**src/rtl/refresh_sched.sv**
```systemverilog
module refresh_sched #(
  parameter int REFI_CYC     = 3120,
  parameter int RFC_CYC      = 160,
  parameter int MAX_POSTPONE = 8,
  parameter int CW           = $clog2(MAX_POSTPONE + 1)
) (
  input  logic          clk,
  input  logic          rst_n,
  input  logic          ref_grant,
  input  logic          banks_idle,
  output logic          ref_req,
  output logic          inhibit,
  output logic [CW-1:0] postponed_cnt,
  output logic          overflow
);
  localparam int IW = $clog2(REFI_CYC + 1);
  localparam int RW = $clog2(RFC_CYC + 1);
  localparam logic [CW-1:0] CNT_MAX = CW'(MAX_POSTPONE);

  logic [IW-1:0] iv_cnt;
  logic [RW-1:0] win_cnt;
  logic [CW-1:0] owed;
  logic          tick, busy, accept, full;

  assign tick   = (iv_cnt == IW'(REFI_CYC - 1));
  assign busy   = (win_cnt != '0);
  assign full   = (owed == CNT_MAX);
  assign ref_req = (owed != '0) && !busy;
  assign accept = ref_req && ref_grant && banks_idle;
  assign inhibit = accept || busy;
  assign postponed_cnt = owed;

  always_ff @(posedge clk) begin
    if (!rst_n) iv_cnt <= '0;
    else        iv_cnt <= tick ? '0 : iv_cnt + 1'b1;
  end

  always_ff @(posedge clk) begin
    if (!rst_n)      win_cnt <= '0;
    else if (accept) win_cnt <= RW'(RFC_CYC - 1);
    else if (busy)   win_cnt <= win_cnt - 1'b1;
  end

  always_ff @(posedge clk) begin
    if (!rst_n) begin
      owed     <= '0;
      overflow <= 1'b0;
    end else begin
      case ({tick, accept})
        2'b10:   if (!full) owed <= owed + 1'b1;
        2'b01:   owed <= owed - 1'b1;
        default: owed <= owed;
      endcase
      if (tick && full && !accept) overflow <= 1'b1;
    end
  end
endmodule

```
**config.mk**
```make
export PLATFORM = sky130hd
export DESIGN_NAME = refresh_sched
export DESIGN_NICKNAME = d
export VERILOG_FILES = /design/src/rtl/refresh_sched.sv
export SDC_FILE = /design/constraint.sdc
export NUM_CORES = 1
export LEC_CHECK = 0
export CORE_ASPECT_RATIO = 0.7
export CORE_MARGIN = 1.5
export CORE_UTILIZATION = 50
export DETAILED_ROUTE_END_ITERATION = 16
export DONT_BUFFER_PORTS = 1
export MAX_ROUTING_LAYER = met4
export PLACE_DENSITY = 0.66
export SYNTH_ARGS = -nofsm -noshare
export SYNTH_HDL_FRONTEND = slang
export SYNTH_SLANG_ARGS = --single-unit
```
**constraint.sdc**
```tcl
create_clock -name clk -period 6.75 [get_ports clk]
set_clock_uncertainty 0.2 [all_clocks]
set_input_delay 1.35 -clock clk [delete_from_list [all_inputs] [get_ports clk]]
set_output_delay 1.35 -clock clk [all_outputs]
set_load 0.01 [all_outputs]
```
After elaboration in Yosys (flattened, before gate mapping)

Index checks and enable logic that the tools add are counted.

Bitwise logic cells: 1
Mux-type cells: 4
Equality and inequality tests: 5
Reductions and logical operators: 15
$add $sub $neg: 4

Operators with widths:

| cell                  | count |
|---|---|
| $mux 8                | 2 |
| $add 12x1->12 const B | 1 |
| $eq 12x12->1 const B  | 1 |
| $pmux 4 s2            | 1 |
| $reduce_bool 8->1     | 1 |
| $sub 8x1->8 const B   | 1 |
| $logic_and 1x1->1     | 5 |
| $add 4x1->4 const B   | 1 |
| $eq 4x4->1 const B    | 1 |
| $mux 4                | 1 |
| $reduce_bool 2->1     | 2 |
| $reduce_bool 4->1     | 1 |
| $reduce_or 2->1       | 2 |
| $sub 4x1->4 const B   | 1 |
| $eq 2x1->1 const B    | 1 |
| $eq 2x2->1 const B    | 1 |
| $logic_not 1->1       | 2 |
| $ne 2x2->1 const B    | 1 |
| $reduce_and 2->1      | 1 |
| $logic_or 1x1->1      | 1 |
| $not 1->1             | 1 |

Logic and storage cells: 34
Input port bits: 4
Flip-flop bits (word level): 25
Output and inout bits: 7

Depth between registers and ports, before layout

Gate-level depths: netlist (run 1).

Depth in word-level cells: 8
Depth in mapped cells: 10
Mapped depth without buffers: 10

Least setup slack after synthesis (run 1)

No wires, ideal clock.

Path kind: input to output
From: in banks_idle
To: out inhibit
Required time: 5200 ps
Slack: 3374 ps
Arrival time: 1826 ps
Stages on the path: 3
Buffers on the path: 0
Cell sequence: and2_1 nand4_4 nand2_1

Longest elaborated chain between the ends: 2

Ends and longest elaborated chain:

| element           | line | source |
|---|---|---|
| from (decl)       | 10   | `input logic banks_idle,` |
| $logic_and 1x1->1 | 29   | `assign accept = ref_req && ref_grant && banks_idle;` |
| $logic_or 1x1->1  | 30   | `assign inhibit = accept \|\| busy;` |
| to (decl)         | 12   | `output logic inhibit,` |

Every way passes these cells.

Worst setup path after layout (run 1)

Ends and elaborated chain as after synthesis.

==> impl_metrics.py, run 1 <==
metrics = {
    "placement": {
        "place_inst": 173,
        "io_buffers": 0,
        "place_congestion": 0.866,
        "dpl_cell_area_mm2": 0.00129,
        "dp_hpwl_um": 1700,
    },
    "cells_and_area": {
        "layout-drive-gt1-share": 0.0690,
        "postLayoutCoreUtil": 0.583,
        "fin_nets": 154,
        "final_common_cell": "dfxtp_1",
        "fin_area_mm2": 0.00132,
        "syn_to_final_growth_pct": 4.68,
        "finalNonFillerCells": 177,
        "num_antenna_cells": 0,
        "final_cell_mix": "dfxtp_1, nor2_1, nand2_1",
    },
    "critical_path": {
        "cp.buffers_inverters": 0,
        "critPathMaxFanout": 7,
        "reg2regPathDepth": 10,
        "endpoint_kind": "output port",
        "timing.rr.start": "win_cnt[0]",
        "critPathMaxStageDelay_ns": 0.19,
        "slowest_stage": "and2_1",
        "r2r_slack_ns": 3.91,
        "cp.arrival_ns": 1.89,
        "r2r_end": "postponed_cnt[2]",
        "critPathTopFamily": "simple AND/OR/NAND/NOR gates",
        "required_ns": 5.20,
        "crit_chain": "and2_1 > nand4_4 > nand2_1",
        "start_kind": "primary input",
        "path_class": "in2out",
    },
    "cts": {
        "postCtsSetupBuffers": 0,
        "clockRootBuffer": "clkbuf_4",
        "insertion_delay_ns": 0.31,
        "cts_resized": 0,
        "htreeDepth": 1,
        "clkSinkCount": 25,
        "cts_buffers": 3,
        "cts_buffer_depth": 2,
        "cts_tree": "done",
        "hold_buffers": 0,
        "clk_pin_slew_worst_paths_ns": 0.12,
    },
    "worst_hold_path": {
        "whs_path_depth": 1,
        "min_from": "iv_cnt[0]",
        "min_path_type": "reg2reg",
        "min_to": "iv_cnt[0]",
    },
    "synth": {
        "synth.distinct_cells": 34,
        "synth_fa_ha_area_frac": 0.0398,
        "ys_seq_area_frac": 0.398,
        "netlist_area_mm2": 0.00126,
        "synth-edff-count": 0,
        "synth_xor_area_frac": 0.0905,
        "synth_nets": 151,
        "synth.mux.area_fraction": 0.0239,
        "yosys.area_share.simple": 0.344,
        "synthCells": 143,
        "ys_warn_count": 0,
        "ys_ff_latch": 25,
        "ys.flop_type": "dfxtp_1",
        "synth_compound_area_frac": 0.0886,
        "synth_top_family_by_area": "simple AND/OR/NAND/NOR gates",
        "syn_avg_cell_area_um2": 8.79,
        "async_flop_share": 0,
    },
    "global_routing": {
        "gr-max-usage-layer": "met2",
        "grt_util_met3": 0.0648,
        "met2_usage": 0.274,
        "use_met1": 0.245,
        "grt-ovfl-total": 0,
        "grt_pass1_vias": 878,
        "grt_pass1_wl_um": 3900,
        "track_usage": 0.187,
        "grt_max_degree": 14,
        "antenna_found_initial": 0,
    },
    "die": {
        "core_area_mm2": 0.00226,
        "fp.dieW_um": 62.9,
        "pin_count": 11,
        "die_y_um": 45.0,
        "fp.dieArea_mm2": 0.00283,
        "start_util": 0.556,
        "num_rows": 14,
    },
    "power": {
        "p_clk_frac": 0.155,
        "comb_power_share": 0.379,
        "peakVddDrop_v": 0.000209,
        "p_seq_frac": 0.466,
        "swShare": 0.374,
        "intPower_uw": 263,
        "p_per_area_mw_per_mm2": 320,
        "power.switching_uw": 157,
        "p_leak_uw": 0.000500,
    },
    "sta": {
        "max_slew_margin": 0.617,
        "tns_ns": 0,
        "rsz0062_at_grt": "no",
        "layout_worst_path_cycle_share": 0.510,
        "holdWs_ns": 0.286,
        "fmax_mhz": 291,
        "tightest_slew_ns": 0.572,
        "finalSetupViolCount": 0,
        "period_minus_slack_ns": 3.44,
        "slew_violations": 0,
        "finalHoldViolCount": 0,
    },
    "run_status": {
        "status": "completed",
    },
    "routing": {
        "via_count": 1006,
        "dr.first_iter.drc_count": 50,
        "viasPerCell": 5.68,
        "antenna_left": 0,
        "wirelength_um": 2350,
        "drc": 0,
        "post_drt_wl_per_cell_um": 13.3,
        "firstDrtPassIters": 4,
    },
    "flow_run": {
        "cap_viol_max_count": 0,
    },
}
## final cells by class
type,instances,area (um^2)
Multi-Input combinational cell,113,738
Fill cell,205,943
Clock buffer,4,26.3
Inverter,3,11.3
Tap cell,32,40.0
Sequential cell,25,500
## through the flow
step | setup slack (ns) | power, uW
6_report | 3.31 | 421
5_1_grt | 3.17 | 455
3_5_place_dp | 3.31 | 358
4_1_cts | 3.31 | 425
2_1_floorplan | 3.37 | 328
3_3_place_gp | 3.33 | 356
## cells in the mapped netlist (all sizes together) (4+ instances only)
master | instances | share of area
dfxtp | 25 | 0.40
xnor2 | 5 | 0.035
nor3 | 5 | 0.020
nand3 | 6 | 0.024
a21oi | 10 | 0.040
and3 | 4 | 0.021
nand4 | 5 | 0.037
nand2 | 16 | 0.048
xor2 | 8 | 0.056
nor2 | 18 | 0.054
ha | 4 | 0.040
## sequential cells by signal, indices dropped and copies added, names as in the netlist
| signal | cells |
|---|---|
| win_cnt | 8 |
| overflow | 1 |
| postponed_cnt | 4 |
| iv_cnt | 12 |
## worst reg2reg max path: stages (launching register included)
cell,delay [ns]
dfxtp_1,0.35
inv_1,0.12
ha_1,0.18
nor3b_2,0.50
and4_4,0.37
nand2_1,0.10
xnor2_1,0.15
ha_1,0.21
nor4b_1,0.33
a31oi_1,0.10
mux2i_1,0.13
## power groups by stage
stage          clock network, uW  logic [uW]  registers, uW
2_1_floorplan                  0         135            194
3_3_place_gp                   0         158            198
3_5_place_dp                   0         160            199
4_1_cts                     68.5         161            196
5_1_grt                     72.6         184            199
6_report                    65.2         159            196
## kinds of logic (layout without fill, tap and decap cells)
| group | Yosys count | after routing |
|---|---|---|
| AO/OA/AOI/OAI | 19 | 19 |
| AND/OR/NAND/NOR | 74 | 74 |
| flip-flops | 25 | 25 |
| multiplexers | 3 | 3 |
| adder cells (fa/ha/maj) | 4 | 4 |
| XOR/XNOR | 13 | 13 |
| buffers and inverters | 5 | 7 |
## how the worst max path moves through the flow
stage                    to  cells past startpoint        from  slack [ns]
floorplan           inhibit                      3  banks_idle        3.37
global placement    inhibit                      3  banks_idle        3.33
detailed placement  inhibit                      3  banks_idle        3.31
CTS                 inhibit                      5  win_cnt[0]        3.31
global route        inhibit                      5  win_cnt[0]        3.17
finish              inhibit                      3  banks_idle        3.31
## layer usage
metal / vias to the layer above / wire length [um]
met5: - / 0
met4: 0 / 12
met3: 2 / 126
met2: 21 / 969
met1: 469 / 1250
li1: 514 / -
No activity file was read; power rests on OpenSTA's default activity.
==> run 2, diff against run 1 <==
ABC_AREA = 1   (was not set)
clock period = 3.5 ns   (was 6.75 ns; I/O delays follow)
==> run 2 against run 1 <==
  * Via count is 12% higher
  * Worst setup slack worse by 2.2 ns
  * Power is 96% higher
  * Critical endpoint unchanged
==> impl_metrics.py, run 2 <==
metrics = {
    "cts": {
        "postCtsSetupBuffers": 0,
        "hold_buffers": 0,
        "htreeDepth": 1,
        "cts_buffer_depth": 2,
        "clk_pin_slew_worst_paths_ns": 0.08,
        "cts_tree": "done",
        "clockRootBuffer": "clkbuf_8",
        "cts_resized": 0,
        "clkSinkCount": 25,
        "cts_buffers": 3,
        "insertion_delay_ns": 0.27,
    },
    "critical_path": {
        "cp.arrival_ns": 1.46,
        "critPathMaxFanout": 9,
        "endpoint_kind": "output port",
        "required_ns": 2.60,
        "critPathMaxStageDelay_ns": 0.34,
        "crit_chain": "inv_1 > ha_1 > nand2_2 > nor2_8 > nand3_4 > nand2_1",
        "start_kind": "flop",
        "path_class": "reg2out",
        "cp.buffers_inverters": 1,
        "slowest_stage": "dfxtp_1",
        "critPathTopFamily": "simple AND/OR/NAND/NOR gates",
    },
    "synth": {
        "ys_seq_area_frac": 0.381,
        "synth-edff-count": 0,
        "synthCells": 179,
        "yosys-top-cells-count": "nand2_1, dfxtp_1, nor2_1",
        "netlist_area_mm2": 0.00132,
        "yosysTopAreaCell": "dfxtp_1",
        "netlist_top_cells_area": "dfxtp_1, nand2_1, nor2_1, inv_1, a21oi_1",
        "yosysMostFrequentCell": "nand2_1",
        "ys_warn_count": 0,
        "synth.distinct_cells": 29,
        "syn_avg_cell_area_um2": 7.35,
        "ys_ff_latch": 25,
        "synth_nets": 187,
        "async_flop_share": 0,
        "ys.flop_type": "dfxtp_1",
        "yosysTopAreaCellShare": 0.381,
    },
    "placement": {
        "dp_hpwl_um": 1840,
        "dpl_cell_area_mm2": 0.00135,
        "io_buffers": 0,
        "place_congestion": 0.747,
    },
    "sta": {
        "holdWs_ns": 0.260,
        "finalSetupViolCount": 0,
        "slew_violations": 0,
        "rsz0062_at_grt": "no",
        "layout_worst_path_cycle_share": 0.674,
        "period_minus_slack_ns": 2.36,
        "fmax_mhz": 424,
        "max_slew_margin": 0.726,
        "tns_ns": 0,
        "finalHoldViolCount": 0,
        "tightest_slew_ns": 0.410,
    },
    "routing": {
        "viasPerCell": 5.25,
        "drc": 0,
        "via_count": 1128,
        "wirelength_um": 2430,
        "firstDrtPassIters": 4,
        "post_drt_wl_per_cell_um": 11.3,
        "antenna_left": 0,
        "dr.first_iter.drc_count": 62,
    },
    "cells_and_area": {
        "fin_area_mm2": 0.00139,
        "largest_reg_flops": 12,
        "postLayoutCoreUtil": 0.562,
        "layout-drive-gt1-share": 0.110,
        "final_cell_mix": "nand2_1, dfxtp_1, nor2_1",
        "num_antenna_cells": 0,
        "final_common_cell": "nand2_1",
        "largest-register": "iv_cnt",
        "syn_to_final_growth_pct": 5.90,
        "fin_nets": 190,
    },
    "global_routing": {
        "grt-ovfl-total": 0,
        "grt_max_degree": 14,
        "grt_pass1_wl_um": 4150,
        "track_usage": 0.194,
        "grt_pass1_vias": 974,
        "antenna_found_initial": 0,
    },
    "die": {
        "num_rows": 15,
        "fp.dieW_um": 64.3,
        "core_area_mm2": 0.00248,
        "pin_count": 11,
        "die_y_um": 45.9,
        "fp.dieArea_mm2": 0.00295,
        "start_util": 0.531,
    },
    "power": {
        "peakVddDrop_v": 0.000288,
        "p_per_area_mw_per_mm2": 592,
        "p_leak_uw": 0.000574,
    },
    "worst_hold_path": {
        "min_path_type": "reg2reg",
    },
    "run_status": {
        "status": "completed",
    },
    "flow_run": {
        "cap_viol_max_count": 0,
    },
}
==> run 2: cell type report <==
cell class / instances / area [um^2]
multi-input cells: 129 / 713
well taps: 34 / 42.5
fillers: 253 / 1080
inverters: 23 / 91.3
clock buffers: 4 / 45.0
flip-flops and latches: 25 / 500
==> run 2: through the flow <==
| step | power [uW] | setup slack (ns) | instances |
|---|---|---|---|
| after floorplan | 610 | 1.53 | 179 |
| after global placement | 646 | 1.49 | 211 |
| after detailed placement | 656 | 1.39 | 211 |
| after CTS | 830 | 1.14 | 215 |
| after global routing | 892 | 1.05 | 215 |
| final | 824 | 1.14 | 215 |
==> run 2: logic make-up (layout without fill, tap and decap cells) <==
kind of cell,count (synthesis),after routing,synth area share
and+or+nand+nor,95,95,0.372
AOI/OAI and AO/OA,27,27,0.112
DFF,25,25,0.381
buffers and inverters,25,27,0.0771
adders and majority gates,4,4,0.0381
xor gates and xnor gates,3,3,0.0200
==> run 2: layer usage <==
layer / part of all wire / vias up / track usage
met5: 0 / - / -
li1: - / 584 / -
met3: 0.060 / 2 / 0.0743
met4: 0.012 / 0 / 0.0681
met1: 0.48 / 515 / 0.239
met2: 0.44 / 27 / 0.296
==> run 2: final timing paths <==
kind                                 start               end  slack [ns]  depth (start not counted)
worst min register to register   iv_cnt[0]         iv_cnt[0]        0.26                          1
worst min-delay path             iv_cnt[0]         iv_cnt[0]        0.26                          1
worst max register to register  win_cnt[0]  postponed_cnt[2]        1.38                         14
worst max-delay path            win_cnt[0]           inhibit        1.14                          6
==> run 2: report_power, final <==
group	switching (uW)	internal, uW
Sequential	35.3	321
Clock	86.8	81.4
Combinational	184	115
Total	306	518
==> run 3, diff against run 2 <==
ABC_AREA = 0   (was 1)
clock period = 2.37 ns   (was 3.5 ns; I/O delays follow)
==> run 3 against run 2 <==
  * Count of clock-buffer cells in the layout decreased by 1
  * First-iteration DRC count increased by 19%
  * Global-route usage increased by 1.3 points
  * Routed wire length increased by 11%
  * Non-clock buffer count increased by 11
  * Largest cell class unchanged
  * Via count decreased by 5.5%
  * Cell count decreased by 13%
  * Register-to-register slack got worse by 1.3 ns
  * Final area increased by 2.6%
  * Worst setup slack got worse by 1.1 ns
==> impl_metrics.py, run 3 (same netlist as run 1, synthesis figures left out) <==
metrics = {
    "sta": {
        "tns_ns": 0,
        "setup_slack_ns": 0.0813,
        "finalHoldViolCount": 0,
        "tightest_slew_ns": 0.383,
        "max_slew_margin": 0.745,
        "finalSetupViolCount": 0,
        "layout_worst_path_cycle_share": 0.966,
        "slew_violations": 0,
        "fmax_mhz": 437,
        "period_minus_slack_ns": 2.29,
    },
    "cells_and_area": {
        "final_common_cell": "dfxtp_1",
        "largest-register": "iv_cnt",
        "fin_nets": 165,
        "layout-drive-gt1-share": 0.192,
        "final_cell_mix": "dfxtp_1, nor2_1, nand2_1",
        "ff_latch_area_um2": 503,
        "num_antenna_cells": 0,
        "nFillCells": 187,
        "largest_reg_flops": 12,
        "multi_input_area_um2": 761,
        "syn_to_final_growth_pct": 13.6,
    },
    "placement": {
        "io_buffers": 0,
        "dp_hpwl_um": 1960,
        "dp_worst_setup_slack_ns": 0.0705,
        "place_congestion": 0.798,
    },
    "worst_hold_path": {
        "min_from": "rst_n",
        "min_to": "win_cnt[4]",
        "min_path_type": "in2reg",
        "whs_path_depth": 1,
    },
    "routing": {
        "firstDrtPassIters": 4,
        "viasPerCell": 5.67,
        "via_count": 1066,
        "antenna_left": 0,
        "post_drt_wl_per_cell_um": 14.4,
        "dr.first_iter.drc_count": 74,
        "wirelength_um": 2700,
        "drc": 0,
    },
    "die": {
        "num_rows": 14,
        "pin_count": 11,
        "die_y_um": 45.0,
        "core_area_mm2": 0.00226,
        "fp.dieArea_mm2": 0.00283,
        "start_util": 0.556,
        "fp.dieW_um": 62.9,
    },
    "power": {
        "p_leak_uw": 0.000567,
        "power_uw": 1330,
        "p_per_area_mw_per_mm2": 929,
        "peakVddDrop_v": 0.000582,
    },
    "critical_path": {
        "crit_chain": "inv_1 > ha_2 > nor3b_4 > and4_4 > nand2_2 > xnor2_1 > ha_1 > nor4b_2 > a31oi_1 > mux2i_1",
        "timing.rr.start": "win_cnt[1]",
        "cp.buffers_inverters": 1,
        "critPathMaxFanout": 4,
        "critPathMaxStageDelay_ns": 0.36,
        "critPathTopFamily": "simple AND/OR/NAND/NOR gates",
        "path_class": "reg2reg",
        "endpoint_kind": "flop",
        "reg2regPathDepth": 10,
        "r2r_end": "postponed_cnt[2]",
        "required_ns": 2.40,
        "slowest_stage": "dfxtp_2",
        "r2r_slack_ns": 0.08,
        "start_kind": "flop",
        "cp.arrival_ns": 2.32,
    },
    "cts": {
        "clk_pin_slew_worst_paths_ns": 0.14,
        "insertion_delay_ns": 0.32,
        "clockRootBuffer": "clkbuf_4",
        "cts_buffer_depth": 2,
        "cts_tree": "done",
        "clkSinkCount": 25,
        "htreeDepth": 1,
        "cts_buffers": 3,
        "hold_buffers": 0,
    },
    "global_routing": {
        "grt_pass1_vias": 964,
        "grt_pass1_wl_um": 4350,
        "grt_max_degree": 15,
        "track_usage": 0.208,
        "antenna_found_initial": 0,
        "grt-ovfl-total": 0,
    },
    "run_status": {
        "status": "completed",
    },
    "flow_run": {
        "cap_viol_max_count": 0,
    },
}
[run 3: changes by cell type in the layout (fill, tap and decap cells not counted), sizes merged, moves of 8 or more]
cell   before  now
inv        22    3
nand3      14    6
buf         0   11
nand2      42   16
nor2       26   18
[run 3: layout make-up]
class,count,share of cell area
Multi-Input combinational cell,113,0.532
Sequential cell,25,0.352
Timing Repair Buffer,11,0.0604
Tap cell,32,0.0280
Clock buffer,3,0.0158
Inverter,3,0.00788
Clock inverter,1,0.00350
[run 3: per-layer routing]
| metal | part of all wire | track usage | up-vias |
|---|---|---|---|
| li1 | - | - | 540 |
| met1 | 0.48 | 0.280 | 495 |
| met2 | 0.44 | 0.311 | 29 |
| met3 | 0.073 | 0.0648 | 2 |
| met4 | 0.0044 | 0.0400 | 0 |
| met5 | 0 | - | - |
[run 3: what timing repair did]
| item | in CTS | in global routing |
|---|---|---|
| gates resized for setup | 1 | 8 |
| buffers inserted | 0 | 2 |
| pin swaps | 0 | 3 |
| endpoints found under the setup margin | 1 | 2 |
| cloned | 0 | 0 |
| endpoints found under the hold margin | 0 | 0 |
[run 3: report_power, final]
part	internal, uW	switching (uW)
combinational	277	285
sequential	488	82.5
clock	63.3	131
[run 3: stage by stage]
| stage | instances | hold WS [ns] | instance area, um^2 | utilization |
|---|---|---|---|---|
| after floorplan | 143 | 0.226 | 1260 | - |
| after global placement | 182 | 0.243 | 1360 | 0.604 |
| after detailed placement | 182 | 0.258 | 1360 | 0.604 |
| after CTS | 186 | 0.0514 | 1390 | 0.617 |
| after global routing | 188 | 0.0227 | 1430 | 0.632 |
| final | 188 | 0.0591 | 1430 | 0.632 |
[run 3: worst max path at each step]
stage	slack, ns	from	cells past startpoint	endpoint
after floorplan	0.02	win_cnt[0]	10	postponed_cnt[2]
after global placement	0.13	postponed_cnt[0]	8	postponed_cnt[2]
after detailed placement	0.07	win_cnt[0]	10	postponed_cnt[2]
after CTS	0.03	win_cnt[0]	6	inhibit
after global routing	-0.05	win_cnt[1]	10	postponed_cnt[2]
final	0.08	win_cnt[1]	10	postponed_cnt[2]
